<file path="config.mk">
export PLATFORM = sky130hd
export DESIGN_NAME = acc_alu
export DESIGN_NICKNAME = d
export VERILOG_FILES = /design/src/rtl/acc_alu.sv
export SDC_FILE = /design/constraint.sdc
export NUM_CORES = 1
export LEC_CHECK = 0
export BUFFER_PORTS_ARGS = -buffer_cell sky130_fd_sc_hd__buf_2
export CAP_MARGIN = 25
export CORE_AREA = 10 10 130 132
export DETAILED_ROUTE_END_ITERATION = 8
export DIE_AREA = 0 0 140 142
export PLACE_DENSITY = 0.66
export SYNTH_ARGS = -nofsm -noshare
export SYNTH_HDL_FRONTEND = slang
export SYNTH_SLANG_ARGS = --single-unit
</file>
<file path="constraint.sdc">
create_clock -name vclk -period 13.26
set_input_delay 1.326 -clock vclk [all_inputs]
set_output_delay 1.326 -clock vclk [all_outputs]
set_load 0.005 [all_outputs]
</file>
<file path="src/rtl/acc_alu.sv">
module acc_alu #(
  parameter int W = 8
) (
  input  logic [4:0]   op_i,
  input  logic [W-1:0] acc_i,
  input  logic [W-1:0] opnd_i,
  input  logic         cy_i,
  input  logic         ov_i,
  input  logic         ac_i,
  output logic [W-1:0] res_o,
  output logic [W-1:0] aux_o,
  output logic         cy_o,
  output logic         ov_o,
  output logic         ac_o,
  output logic         cy_we_o,
  output logic         ov_we_o,
  output logic         ac_we_o
);
  localparam int H = W / 2;

  localparam logic [4:0] OP_ADD  = 5'd0;
  localparam logic [4:0] OP_ADDC = 5'd1;
  localparam logic [4:0] OP_SUBB = 5'd2;
  localparam logic [4:0] OP_DA   = 5'd3;
  localparam logic [4:0] OP_MUL  = 5'd4;
  localparam logic [4:0] OP_DIV  = 5'd5;
  localparam logic [4:0] OP_AND  = 5'd6;
  localparam logic [4:0] OP_OR   = 5'd7;
  localparam logic [4:0] OP_XOR  = 5'd8;
  localparam logic [4:0] OP_CLRA = 5'd9;
  localparam logic [4:0] OP_CPLA = 5'd10;
  localparam logic [4:0] OP_RL   = 5'd11;
  localparam logic [4:0] OP_RLC  = 5'd12;
  localparam logic [4:0] OP_RR   = 5'd13;
  localparam logic [4:0] OP_RRC  = 5'd14;
  localparam logic [4:0] OP_SWAP = 5'd15;
  localparam logic [4:0] OP_SETC = 5'd16;
  localparam logic [4:0] OP_CLRC = 5'd17;
  localparam logic [4:0] OP_CPLC = 5'd18;
  localparam logic [4:0] OP_XCHD = 5'd19;

  localparam logic [H-1:0] NIB_MAX = H'(9);

  // adder / subtractor
  logic         cin;
  logic [W:0]   sum9, dif9;
  assign cin  = (op_i == OP_ADD) ? 1'b0 : cy_i;
  assign sum9 = {1'b0, acc_i} + {1'b0, opnd_i} + {{W{1'b0}}, cin};
  assign dif9 = {1'b0, acc_i} - {1'b0, opnd_i} - {{W{1'b0}}, cy_i};

  logic add_c, add_ac, add_ov, sub_c, sub_ac, sub_ov;
  assign add_c  = sum9[W];
  assign add_ac = sum9[H] ^ acc_i[H] ^ opnd_i[H];
  assign add_ov = sum9[W-1] ^ acc_i[W-1] ^ opnd_i[W-1] ^ sum9[W];
  assign sub_c  = dif9[W];
  assign sub_ac = dif9[H] ^ acc_i[H] ^ opnd_i[H];
  assign sub_ov = dif9[W-1] ^ acc_i[W-1] ^ opnd_i[W-1] ^ dif9[W];

  // decimal adjust
  logic         lo_fix, hi_fix, da_c1;
  logic [W:0]   da_s1, da_s2;
  assign lo_fix = (acc_i[H-1:0] > NIB_MAX) || ac_i;
  assign da_s1  = {1'b0, acc_i} + (lo_fix ? (W+1)'(6) : '0);
  assign da_c1  = cy_i | da_s1[W];
  assign hi_fix = (da_s1[W-1:H] > NIB_MAX) || da_c1;
  assign da_s2  = {1'b0, da_s1[W-1:0]} + (hi_fix ? (W+1)'(8'h60) : '0);

  // multiply / divide
  logic [2*W-1:0] prod;
  logic           dz;
  logic [W-1:0]   quo, rem;
  assign prod = (2*W)'(acc_i) * (2*W)'(opnd_i);
  assign dz   = (opnd_i == '0);
  always_comb begin
    if (dz) begin
      quo = '0;
      rem = '0;
    end else begin
      quo = acc_i / opnd_i;
      rem = acc_i % opnd_i;
    end
  end

  // result and flag-effect map
  logic c_n, ov_n, ac_n;
  always_comb begin
    res_o   = acc_i;
    aux_o   = opnd_i;
    c_n     = cy_i;
    ov_n    = ov_i;
    ac_n    = ac_i;
    cy_we_o = 1'b0;
    ov_we_o = 1'b0;
    ac_we_o = 1'b0;
    case (op_i)
      OP_ADD, OP_ADDC: begin
        res_o = sum9[W-1:0];
        c_n = add_c; ov_n = add_ov; ac_n = add_ac;
        cy_we_o = 1'b1; ov_we_o = 1'b1; ac_we_o = 1'b1;
      end
      OP_SUBB: begin
        res_o = dif9[W-1:0];
        c_n = sub_c; ov_n = sub_ov; ac_n = sub_ac;
        cy_we_o = 1'b1; ov_we_o = 1'b1; ac_we_o = 1'b1;
      end
      OP_DA: begin
        res_o = da_s2[W-1:0];
        c_n = da_c1 | da_s2[W];
        cy_we_o = 1'b1;
      end
      OP_MUL: begin
        res_o = prod[W-1:0];
        aux_o = prod[2*W-1:W];
        c_n = 1'b0; ov_n = (prod[2*W-1:W] != '0);
        cy_we_o = 1'b1; ov_we_o = 1'b1;
      end
      OP_DIV: begin
        res_o = quo;
        aux_o = rem;
        c_n = 1'b0; ov_n = dz;
        cy_we_o = 1'b1; ov_we_o = 1'b1;
      end
      OP_AND:  res_o = acc_i & opnd_i;
      OP_OR:   res_o = acc_i | opnd_i;
      OP_XOR:  res_o = acc_i ^ opnd_i;
      OP_CLRA: res_o = '0;
      OP_CPLA: res_o = ~acc_i;
      OP_RL:   res_o = {acc_i[W-2:0], acc_i[W-1]};
      OP_RR:   res_o = {acc_i[0], acc_i[W-1:1]};
      OP_RLC: begin
        res_o = {acc_i[W-2:0], cy_i};
        c_n = acc_i[W-1];
        cy_we_o = 1'b1;
      end
      OP_RRC: begin
        res_o = {cy_i, acc_i[W-1:1]};
        c_n = acc_i[0];
        cy_we_o = 1'b1;
      end
      OP_SWAP: res_o = {acc_i[H-1:0], acc_i[W-1:H]};
      OP_SETC: begin c_n = 1'b1;  cy_we_o = 1'b1; end
      OP_CLRC: begin c_n = 1'b0;  cy_we_o = 1'b1; end
      OP_CPLC: begin c_n = ~cy_i; cy_we_o = 1'b1; end
      OP_XCHD: begin
        res_o = {acc_i[W-1:H], opnd_i[H-1:0]};
        aux_o = {opnd_i[W-1:H], acc_i[H-1:0]};
      end
      default: ;
    endcase
  end

  assign cy_o = c_n;
  assign ov_o = ov_n;
  assign ac_o = ac_n;

  // guards
  always_comb begin

    if (op_i >= OP_AND && op_i <= OP_CPLA)
      logic_noflag_chk: assert (!cy_we_o && !ov_we_o && !ac_we_o);

    if (op_i == OP_RLC || op_i == OP_RRC || op_i == OP_DA)
      conly_we_chk: assert (cy_we_o && !ov_we_o && !ac_we_o);

    if (op_i == OP_MUL)
      mul_cclr_chk: assert (cy_we_o && !cy_o && (ov_o == (aux_o != '0)));

    if (op_i == OP_DIV)
      div_zero_chk: assert (!cy_o && (ov_o == (opnd_i == '0)));

    if (op_i == OP_DA && cy_i)
      da_keepc_chk: assert (cy_o);

    if (op_i == OP_CPLC)
      cplc_inv_chk: assert (cy_o != cy_i && res_o == acc_i);

    if (op_i == OP_XCHD)
      xchd_hold_chk: assert (res_o[W-1:H] == acc_i[W-1:H] && aux_o[H-1:0] == acc_i[H-1:0]);

    if (op_i <= 5'd31 && !ov_we_o)
      ov_pass_chk: assert (ov_o == ov_i);

    if (op_i <= 5'd31 && !ac_we_o)
      ac_pass_chk: assert (ac_o == ac_i);
  end
endmodule

</file>
==> run metrics <==
status=complete, but fails checks; violations in the final reports=setup timing; critical path endpoint category=output pin; initial core utilization=0.4439; DP HPWL=18,730 um; DRC=0; Die H=142 um; Yosys top cell area share=0.2186; post-route setup slack=-284.8 ps; Crit Path Class=in -> out; Max rail drop VDD=0.06873 mV; WL/cell=21.74 um; Area Growth Syn to Fin=22.31%; global-route usage over all layers=0.2267; Final Total Pwr=0.6132 mW; Post-Route WL=25,050 um; P_int=0.2679 mW; Cell Area, Synth=6354 um^2; post-route antenna net violation count=0; post-synthesis net count=1,044; share of cells above drive strength 1=0.2306; most frequent cell after synthesis=ha_1; RSZ-0062 raised after global routing=true; period utilization=1.021; I/O Pins=46; Slowest cell on crit path=or4_4; Pre-Repair DR Iteration Count=8; startpoint types=input port; Die Wd=140 um; Max-Cap Viols=0; CLK BUF=0; Synth area leaders=ha_1 22%, fa_1 14%, nor2_1 5.2%; antenna violations before repair=1; NumNets Final=1,147; Worst Path Max Fanout=7; Avg Cell Area, Syn=7.337 um^2; Mapped Cells=866; CP most frequent cell=o21a_1; Hold-fix buffers, CTS=0; max_slew headroom=0.3952; # port buffers=46; synth warn=0; Flop pwr share=0; post-synthesis sequential area ratio=0; post-route minimum period=13,540 ps; FP Rows=44; Logic pwr share=1.000; Placement Setup Slack=-272.0 ps; f_max=73.83 MHz; largest net degree at the start of global routing=32; worst slew pin tran=903.8 ps; WP data arrival=12,220 ps; Worst EP required=11,930 ps; Final GP Congestion=1.016; P per Cell Area=78.91 nW/um^2; P_sw=0.3453 mW; final hold violation count=0; Seq cells=0; FF+latch area=0 um^2; Pleak=3.592 nW; placed insts=1,123; die area=19,880 um^2; vias in the first global route=6,577; Max Slew Vio Count=0; core area=14,310 um^2; DR vias=7,137; post-synth top area cell=ha_1; Post-synth top cells=111 x ha_1, 88 x nor2_1, 86 x inv_1, 84 x nand2_1, 52 x a21oi_1; max incr delay on CP=530 ps; Non-Filler Instances=1,152; first-pass GRT wire length=36,590 um; vias per cell=6.195; setup tns final=-1455 ps; drt initial violations=683; Netlist cell types=78; Congestion Overflow GR=0; Clock power frac=0; worst hold path class=in -> out; Switching Fraction=0.5631; Final setup viols=9
metrics by stage:
stage	hold WS, ps	area, um^2	util
2_1_floorplan	2780	6381	-
3_3_place_gp	3015	7121	0.4975
3_5_place_dp	3021	7121	0.4975
4_1_cts	3025	7246	0.5062
5_1_grt	3048	7771	0.5429
6_report	3020	7771	0.5429
layer usage:
layer  vias up  wire, um  global-route usage
met4         0       756             0.06250
met2       403     11720              0.3799
met1      3383     10300              0.2974
li1       3292         -                   -
met3        59      2273             0.03138
met5         -         0                   0
worst paths after layout:
check       from        to  slack (ps)  depth (start not counted)
max    opnd_i[7]  aux_o[6]        -280                         55
min         ov_i      ov_o        3020                          4
worst max-delay path, delay by kind of cell:
kind                       cells  cell delay (ps)
muxes                          4             1100
buffers and inverters          9             1170
and+or+nand+nor                9             1940
AOI/OAI and AO/OA             26             4680
adders and majority gates      7             2000
power groups by stage:
stage | Combinational [mW] | Clock, mW | Sequential [mW]
floorplan | 0.383 | 0 | 0
global placement | 0.541 | 0 | 0
detailed placement | 0.545 | 0 | 0
CTS | 0.557 | 0 | 0
global route | 0.669 | 0.0000000101 | 0
finish | 0.613 | 0.0000000101 | 0
kinds of logic (layout without fill, tap and decap cells):
kind of cell    count (synthesis)  after routing  synth area share
mux                            21             21           0.03702
simple gates                  285            285            0.2107
xor+xnor                       47             47           0.06696
compound gates                229            229            0.2440
fa+ha+maj                     154            154            0.3541
other cells                     0              1                 0
buf+inv                       130            231           0.08724
cells in the final DEF (no fill, tap or decap), types with 7 or more instances in the layout:
master     instances
a221oi_1           9
nand3_1           22
o21a_1            16
nand2_1           82
xnor2_1           33
o211ai_1           7
ha_1             102
a21oi_2            7
mux2_2             9
xor2_1            12
buf_4             85
fa_1              42
nor2b_1            9
nor3_1            21
nand2b_1          10
o21ai_0           41
a21oi_1           42
ha_4               9
inv_1             84
nor2_1            85
buf_6              9
a21o_1             7
o2111ai_1          9
buf_2             44
layout make-up:
type	instances	area, um^2
tap	184	230.2
antenna	1	2.502
fill	1390	6543
inverter	91	341.6
timing repair buffer	140	994.7
multi-input combinational	736	6202
timing repair:
action,4_1_cts,5_1_grt
pin swaps,9,37
resized for setup,13,73
buffers inserted,10,18
setup endpoints to repair,9,9
hold endpoints to repair,0,0
Power figures use the tool's default switching activity.
